<file path="src/rtl/burst_sram_pkg.sv">
`timescale 1ns/1ps
package burst_sram_pkg;

  // strobes from control to datapath
  typedef struct packed {
    logic memWr;     // commit a masked write at this edge
    logic outLoad;   // capture the addressed word into the output register
    logic showData;  // a read datum is valid on dataOut this cycle
    logic usePipe;   // dataOut comes from the output register
  } ctrl_strb_t;

  typedef enum logic [1:0] {
    ACC_IDLE  = 2'd0,
    ACC_READ  = 2'd1,
    ACC_WRITE = 2'd2
  } acc_e;

endpackage

</file>
<file path="src/rtl/burst_addr_gen.sv">
`timescale 1ns/1ps
module burst_addr_gen #(
  parameter int AW = 6
) (
  input  logic          clk,
  input  logic          rstN,
  input  logic          hold,
  input  logic          load,
  input  logic          adv,
  input  logic          orderSel,
  input  logic [AW-1:0] loadAddr,
  output logic [AW-1:0] accAddr
);

  localparam int CW = 2;

  logic [AW-1:0] baseQ, baseD;
  logic [CW-1:0] offQ, offD;
  logic [CW-1:0] lowBits;

  function automatic logic [CW-1:0] mixLow(input logic [CW-1:0] start,
                                           input logic [CW-1:0] cnt,
                                           input logic interleave);
    return interleave ? (start ^ cnt) : (start + cnt);
  endfunction

  always_comb begin
    baseD = load ? loadAddr : baseQ;
    if (load)     offD = '0;
    else if (adv) offD = offQ + CW'(1);
    else          offD = offQ;
  end

  assign lowBits = mixLow(baseD[CW-1:0], offD, orderSel);

  generate
    if (AW > CW) begin : g_wide
      assign accAddr = {baseD[AW-1:CW], lowBits};
    end else begin : g_narrow
      assign accAddr = lowBits;
    end
  endgenerate

  always_ff @(posedge clk) begin
    if (!rstN) begin
      baseQ <= '0;
      offQ  <= '0;
    end else if (!hold) begin
      baseQ <= baseD;
      offQ  <= offD;
    end
  end


  load_restart_chk: assert property (@(posedge clk) disable iff (!rstN)
    (load && !hold) |=> (offQ == '0 && baseQ == $past(loadAddr)));


  sleep_hold_chk: assert property (@(posedge clk) disable iff (!rstN)
    hold |=> ($stable(baseQ) && $stable(offQ)));

endmodule

</file>
<file path="src/rtl/sram_ctrl.sv">
`timescale 1ns/1ps
module sram_ctrl
  import burst_sram_pkg::*;
#(
  parameter int AW    = 6,
  parameter int LANES = 8
) (
  input  logic             clk,
  input  logic             rstN,
  input  logic             adspN,
  input  logic             adscN,
  input  logic             advN,
  input  logic [AW-1:0]    addr,
  input  logic             gwN,
  input  logic             bweN,
  input  logic [LANES-1:0] bwN,
  input  logic             pipeSel,
  input  logic             orderSel,
  input  logic             sleep,
  output ctrl_strb_t       strb,
  output logic [AW-1:0]    wrAddr,
  output logic [LANES-1:0] wrMask,
  output logic [AW-1:0]    rdAddr
);

  logic          loadP, loadC, wrReq, stepAdv;
  acc_e          acc;
  logic [AW-1:0] accAddr;

  logic          rdV1, rdV2;
  logic [AW-1:0] rdAddrQ;
  logic          pendWr, pendGw;
  logic [AW-1:0] pendAddr;

  assign loadP   = !adspN;
  assign loadC   = adspN && !adscN;
  assign wrReq   = !gwN || !bweN;
  assign stepAdv = !advN && !loadP && !loadC;

  // access decode: processor strobe always reads
  always_comb begin
    if (loadP)                acc = ACC_READ;
    else if (wrReq)           acc = ACC_WRITE;
    else if (loadC || !advN)  acc = ACC_READ;
    else                      acc = ACC_IDLE;
  end

  burst_addr_gen #(.AW(AW)) u_addr (
    .clk      (clk),
    .rstN     (rstN),
    .hold     (sleep),
    .load     (loadP || loadC),
    .adv      (stepAdv),
    .orderSel (orderSel),
    .loadAddr (addr),
    .accAddr  (accAddr)
  );

  always_ff @(posedge clk) begin
    if (!rstN) begin
      rdV1     <= 1'b0;
      rdV2     <= 1'b0;
      rdAddrQ  <= '0;
      pendWr   <= 1'b0;
      pendGw   <= 1'b0;
      pendAddr <= '0;
    end else if (sleep) begin
      rdV1   <= 1'b0;
      rdV2   <= 1'b0;
      pendWr <= 1'b0;
    end else begin
      rdV1     <= (acc == ACC_READ);
      rdV2     <= rdV1;
      rdAddrQ  <= accAddr;
      pendWr   <= pipeSel && (acc == ACC_WRITE);
      pendGw   <= !gwN;
      pendAddr <= accAddr;
    end
  end

  always_comb begin
    strb   = '0;
    wrAddr = accAddr;
    wrMask = '0;
    if (!sleep) begin
      if (pipeSel) begin
        strb.memWr = pendWr;
        wrAddr     = pendAddr;
        wrMask     = pendGw ? {LANES{1'b1}} : ~bwN;
      end else begin
        strb.memWr = (acc == ACC_WRITE);
        wrMask     = !gwN ? {LANES{1'b1}} : ~bwN;
      end
    end
    strb.outLoad  = !sleep && rdV1;
    strb.usePipe  = pipeSel;
    strb.showData = (pipeSel ? rdV2 : rdV1) && !pendWr && !sleep;
  end

  assign rdAddr = rdAddrQ;


  adsp_no_write_chk: assert property (@(posedge clk) disable iff (!rstN)
    (!adspN && !sleep && !pipeSel) |-> !strb.memWr);


  pipe_latency_chk: assert property (@(posedge clk) disable iff (!rstN || sleep)
    (!adspN && pipeSel) |-> ##2 rdV2);


  late_commit_chk: assert property (@(posedge clk) disable iff (!rstN)
    (pipeSel && !sleep && acc == ACC_WRITE) |=> (sleep || strb.memWr));

endmodule

</file>
<file path="src/rtl/sram_dp.sv">
`timescale 1ns/1ps
module sram_dp
  import burst_sram_pkg::*;
#(
  parameter int AW     = 6,
  parameter int DATA_W = 64,
  parameter int LANES  = 8
) (
  input  logic              clk,
  input  ctrl_strb_t        strb,
  input  logic [AW-1:0]     wrAddr,
  input  logic [LANES-1:0]  wrMask,
  input  logic [AW-1:0]     rdAddr,
  input  logic [DATA_W-1:0] dataIn,
  input  logic              oeN,
  output logic [DATA_W-1:0] dataOut,
  output logic              dataOutEn
);

  localparam int DEPTH  = 1 << AW;
  localparam int BYTE_W = DATA_W / LANES;

  logic [DATA_W-1:0] readWord;
  logic [DATA_W-1:0] outQ;

  generate
    for (genvar g = 0; g < LANES; g++) begin : g_lane
      logic [BYTE_W-1:0] cells [DEPTH];
      always_ff @(posedge clk) begin
        if (strb.memWr && wrMask[g])
          cells[wrAddr] <= dataIn[g*BYTE_W +: BYTE_W];
      end
      assign readWord[g*BYTE_W +: BYTE_W] = cells[rdAddr];
    end
  endgenerate

  always_ff @(posedge clk) begin
    if (strb.outLoad) outQ <= readWord;
  end

  assign dataOut   = strb.usePipe ? outQ : readWord;
  assign dataOutEn = !oeN && strb.showData;

endmodule

</file>
<file path="src/rtl/burst_sram.sv">
`timescale 1ns/1ps
module burst_sram
  import burst_sram_pkg::*;
#(
  parameter int ADDR_W = 6,
  parameter int DATA_W = 64
) (
  input  logic                clk,
  input  logic                rstN,
  input  logic                adspN,
  input  logic                adscN,
  input  logic                advN,
  input  logic [ADDR_W-1:0]   addr,
  input  logic                gwN,
  input  logic                bweN,
  input  logic [DATA_W/8-1:0] bwN,
  input  logic                pipeSel,
  input  logic                orderSel,
  input  logic                oeN,
  input  logic                sleep,
  input  logic [DATA_W-1:0]   dataIn,
  output logic [DATA_W-1:0]   dataOut,
  output logic                dataOutEn
);

  localparam int LANES = DATA_W / 8;

  ctrl_strb_t        strb;
  logic [ADDR_W-1:0] wrAddr, rdAddr;
  logic [LANES-1:0]  wrMask;

  sram_ctrl #(.AW(ADDR_W), .LANES(LANES)) u_ctrl (
    .clk      (clk),
    .rstN     (rstN),
    .adspN    (adspN),
    .adscN    (adscN),
    .advN     (advN),
    .addr     (addr),
    .gwN      (gwN),
    .bweN     (bweN),
    .bwN      (bwN),
    .pipeSel  (pipeSel),
    .orderSel (orderSel),
    .sleep    (sleep),
    .strb     (strb),
    .wrAddr   (wrAddr),
    .wrMask   (wrMask),
    .rdAddr   (rdAddr)
  );

  sram_dp #(.AW(ADDR_W), .DATA_W(DATA_W), .LANES(LANES)) u_dp (
    .clk       (clk),
    .strb      (strb),
    .wrAddr    (wrAddr),
    .wrMask    (wrMask),
    .rdAddr    (rdAddr),
    .dataIn    (dataIn),
    .oeN       (oeN),
    .dataOut   (dataOut),
    .dataOutEn (dataOutEn)
  );

endmodule

</file>
<file path="config.mk">
export PLATFORM = sky130hd
export DESIGN_NAME = burst_sram
export DESIGN_NICKNAME = d
export VERILOG_FILES = /design/src/rtl/burst_sram_pkg.sv /design/src/rtl/burst_addr_gen.sv /design/src/rtl/sram_ctrl.sv /design/src/rtl/sram_dp.sv /design/src/rtl/burst_sram.sv
export SDC_FILE = /design/constraint.sdc
export NUM_CORES = 2
export LEC_CHECK = 0
export BUFFER_PORTS_ARGS = -buffer_cell sky130_fd_sc_hd__buf_2
export CAP_MARGIN = 40
export CORE_MARGIN = 4
export CORE_UTILIZATION = 35
export DETAILED_ROUTE_END_ITERATION = 10
export SYNTH_ARGS = -nofsm -noshare
export SYNTH_HDL_FRONTEND = slang
export SYNTH_HIERARCHICAL = 1
export SYNTH_SLANG_ARGS = --single-unit
</file>
<file path="constraint.sdc">
create_clock -name clk -period 6.18 [get_ports clk]
set_input_delay 1.236 -clock clk [delete_from_list [all_inputs] [get_ports clk]]
set_output_delay 1.236 -clock clk [all_outputs]
set_load 0.01 [all_outputs]
</file>
==> results.json <==
{
  "clkSinkCount": 4178,
  "swShare_pct": 21.71,
  "worst_pin_slew_ns": 0.9401,
  "die_height_um": 688.5,
  "avgSynthCellArea_um2": 21.60,
  "grt_use_met1_pct": 25.24,
  "ctsRootBufferMaster": "clkbuf_16",
  "drtIter0Drc": 9879,
  "drtPass1Iterations": 6,
  "grt_pass1_wl_mm": 619.0,
  "rows": 249,
  "slowest_delay_ns": 0.80,
  "synth_top_area_share_pct": 77.08,
  "worstPathMaxFanout": 46,
  "coreArea_um2": 460500,
  "hp-class": "primary input to register",
  "crit_buf_inv": 2,
  "seq_power_share_pct": 52.3,
  "dpl.hpwl_mm": 277.8,
  "io_pins": 154,
  "synth_top_area_cell": "edfxtp_1",
  "combPwrFrac_pct": 6.1,
  "cap_violations": 0,
  "synth.area.top_cells": "edfxtp_1 (77%), mux4_2 (12%), mux2i_1 (4.4%), nor2_1 (1.2%), a22oi_1 (1.2%)",
  "power.density_nw_per_um2": 320.8,
  "drc_errors": 0,
  "grt.busiest_layer": "met2",
  "critPathMostFrequentCell": "mux4_2",
  "cts_buffers": 415,
  "io_buffer_count": 153,
  "syn_area_um2": 162100,
  "fp.dieW_um": 688.5,
  "final_layout_size_suffix_gt1_share_pct": 26.14,
  "total_power_mw": 59.83,
  "path_cells": "buf_4 > mux4_2 > mux4_2 > mux2i_1 > a32oi_1 > mux2_2 > buf_2",
  "final_cell_mix": "edfxtp_1 (4160), mux4_2 (896), mux2i_1 (712)",
  "clk_pin_slew_ns": 0.06,
  "insertion_delay_ns": 0.98,
  "fin_area_um2": 186500,
  "start_kind": "register",
  "critPathCaptureType": "output port",
  "synth_flop_cell": "edfxtp_1",
  "timing.final.crit_share_pct": 96.66,
  "criticalPathCategory": "register to output port",
  "tns_ns": 0,
  "yosysUniqueCellTypes": 40,
  "status": "finished, final reports clean",
  "viasPerCell": 5.438,
  "syn-num-nets": 7592,
  "crit_arrival_ns": 4.74,
  "grt_use_met2_pct": 28.58,
  "slowest_stage": "dfxtp_4",
  "power_leakage_nw": 55.84,
  "wl_mm": 440.7,
  "power.internal_mw": 46.84,
  "gp_congestion": 0.8324,
  "start_util_pct": 35.20,
  "r2r_slack_ns": 1.63,
  "synth_warnings": 6,
  "dpl_cell_area_um2": 172900,
  "slew_viol_final": 0,
  "vias": 79467,
  "synthToLayoutAreaGrowth_pct": 15.09,
  "rsz0062_at_grt": "no",
  "n_fill_cell": 40395,
  "clockPowerShare_pct": 41.6,
  "cts_tree": "yes",
  "critical-path-top-delay-family": "multiplexers",
  "nets": 8177,
  "first_global_vias": 80140,
  "place_ws_ns": 0.4979,
  "synth-seq-cells": 4178,
  "grt_util_met3_pct": 3.939,
  "grtUsageTotal_pct": 18.24,
  "switchingPower_mw": 12.99,
  "slew_headroom_pct": 37.09,
  "clock.fmax_ghz": 0.1674,
  "grt_max_degree": 104,
  "antenna_found_initial": 46,
  "layout_commonest_cell": "edfxtp_1",
  "final-hold-violation-count": 0,
  "postRouteAntennaNets": 0,
  "layout_setup_ws_ns": 0.2067,
  "finalSetupViolations": 0,
  "ir_drop_v": 0.0002752,
  "post_drt_wl_per_cell_um": 30.16,
  "synth_edf_count": 4160,
  "die-area_um2": 474000,
  "overflow": 0,
  "synthArstFlopShare_pct": 0,
  "cts_buffer_depth": 4,
  "htreeDepth": 5,
  "fin_worst_skew_ns": 0.05195,
  "cp.required_ns": 4.94,
  "yosysSeqAreaShare_pct": 77.30,
  "min_period_ns": 5.973,
  "postCtsHoldBufs": 0,
  "syn-instance-count": 7502
}
metrics by stage:
step	utilization [%]	cells	hold WS [ns]
finish	40.51	14612	0.4966
global route	40.49	14590	0.4469
CTS	40.47	14577	0.4100
detailed placement	37.55	13809	0.5066
global placement	37.42	13759	0.4882
floorplan	-	7502	0.4304
synth_stat cells (6+ instances only):
library cell and count:
clkbuf_1 222, a21oi_1 12, o22a_1 64, nor3b_1 6
dfxtp_1 18, nand2_1 81, nand2b_1 7, buf_6 6
buf_4 41, a22oi_1 256, a31oi_1 64, edfxtp_1 4160
buf_1 32, mux4_2 896, mux2i_1 713, nand3_1 64
buf_2 153, a32oi_1 64, nor2b_1 13, nor2_1 521
mux2_2 70
logic make-up (layout without fill, tap and decap cells):
kind of cell | Yosys count | count (layout) | synth area share [%]
AND/OR/NAND/NOR | 709 | 709 | 1.773
buffers and inverters | 456 | 1392 | 1.297
XOR/XNOR | 4 | 4 | 0.02161
flip-flops | 4178 | 4178 | 77.30
AO/OA/AOI/OAI | 470 | 470 | 2.211
other | 0 | 25 | 0
adder cells (fa/ha/maj) | 1 | 1 | 0.007719
multiplexers | 1684 | 1684 | 17.39
layout make-up:
class	count	area, µm²	area share (%)
multi-input combinational	2868	34790	18.65
tap	6149	7694	4.125
antenna	25	62.56	0.03354
clock inverter	256	2525	1.354
inverter	2	7.507	0.004025
timing repair buffer	622	5218	2.797
sequential	4178	125300	67.18
clock buffer	512	10920	5.853
power groups by stage:
| stage | registers, mW | logic, mW | clock network [mW] |
|---|---|---|---|
| floorplan | 31.8 | 1.96 | 0 |
| global placement | 31.9 | 3.63 | 0 |
| detailed placement | 31.9 | 3.71 | 0 |
| CTS | 31.3 | 3.72 | 25.3 |
| global route | 31.2 | 3.86 | 26.6 |
| finish | 31.3 | 3.68 | 24.9 |
final timing paths:
path	from	end	cells past startpoint
max	u_ctrl/pendAddr[3]	dataOut[58]	7
min	adspN	u_ctrl/rdV1	2
max reg2reg	u_ctrl/pendAddr[1]	u_dp/g_lane[1].cells[47][5]	7
min reg2reg	u_ctrl/rdV1	u_ctrl/rdV2	2
flip-flops by register name, indices dropped and copies added (netlist names):
signal and count:
u_ctrl/pendAddr 6, u_ctrl/pendGw 1, u_ctrl/pendWr 1, u_ctrl/rdV1 1, u_ctrl/rdV2 1, u_ctrl/u_addr/baseQ 6, u_ctrl/u_addr/offQ 2, u_dp/g_lane.cells 4096
u_dp/outQ 64
routing by layer:
metal,part of all wire [%],wire (µm),vias to the layer above
li1,-,-,32611
met1,40,178400,42386
met2,47,206100,3762
met3,8.9,39410,688
met4,3.8,16580,20
met5,0.026,115,-
timing repair:
item | in CTS | in global routing
buffers inserted | 0 | 7
cloned | 0 | 0
setup endpoints to repair | 2 | 6
gates resized for setup | 2 | 1
Power figures use the tool's default switching activity.
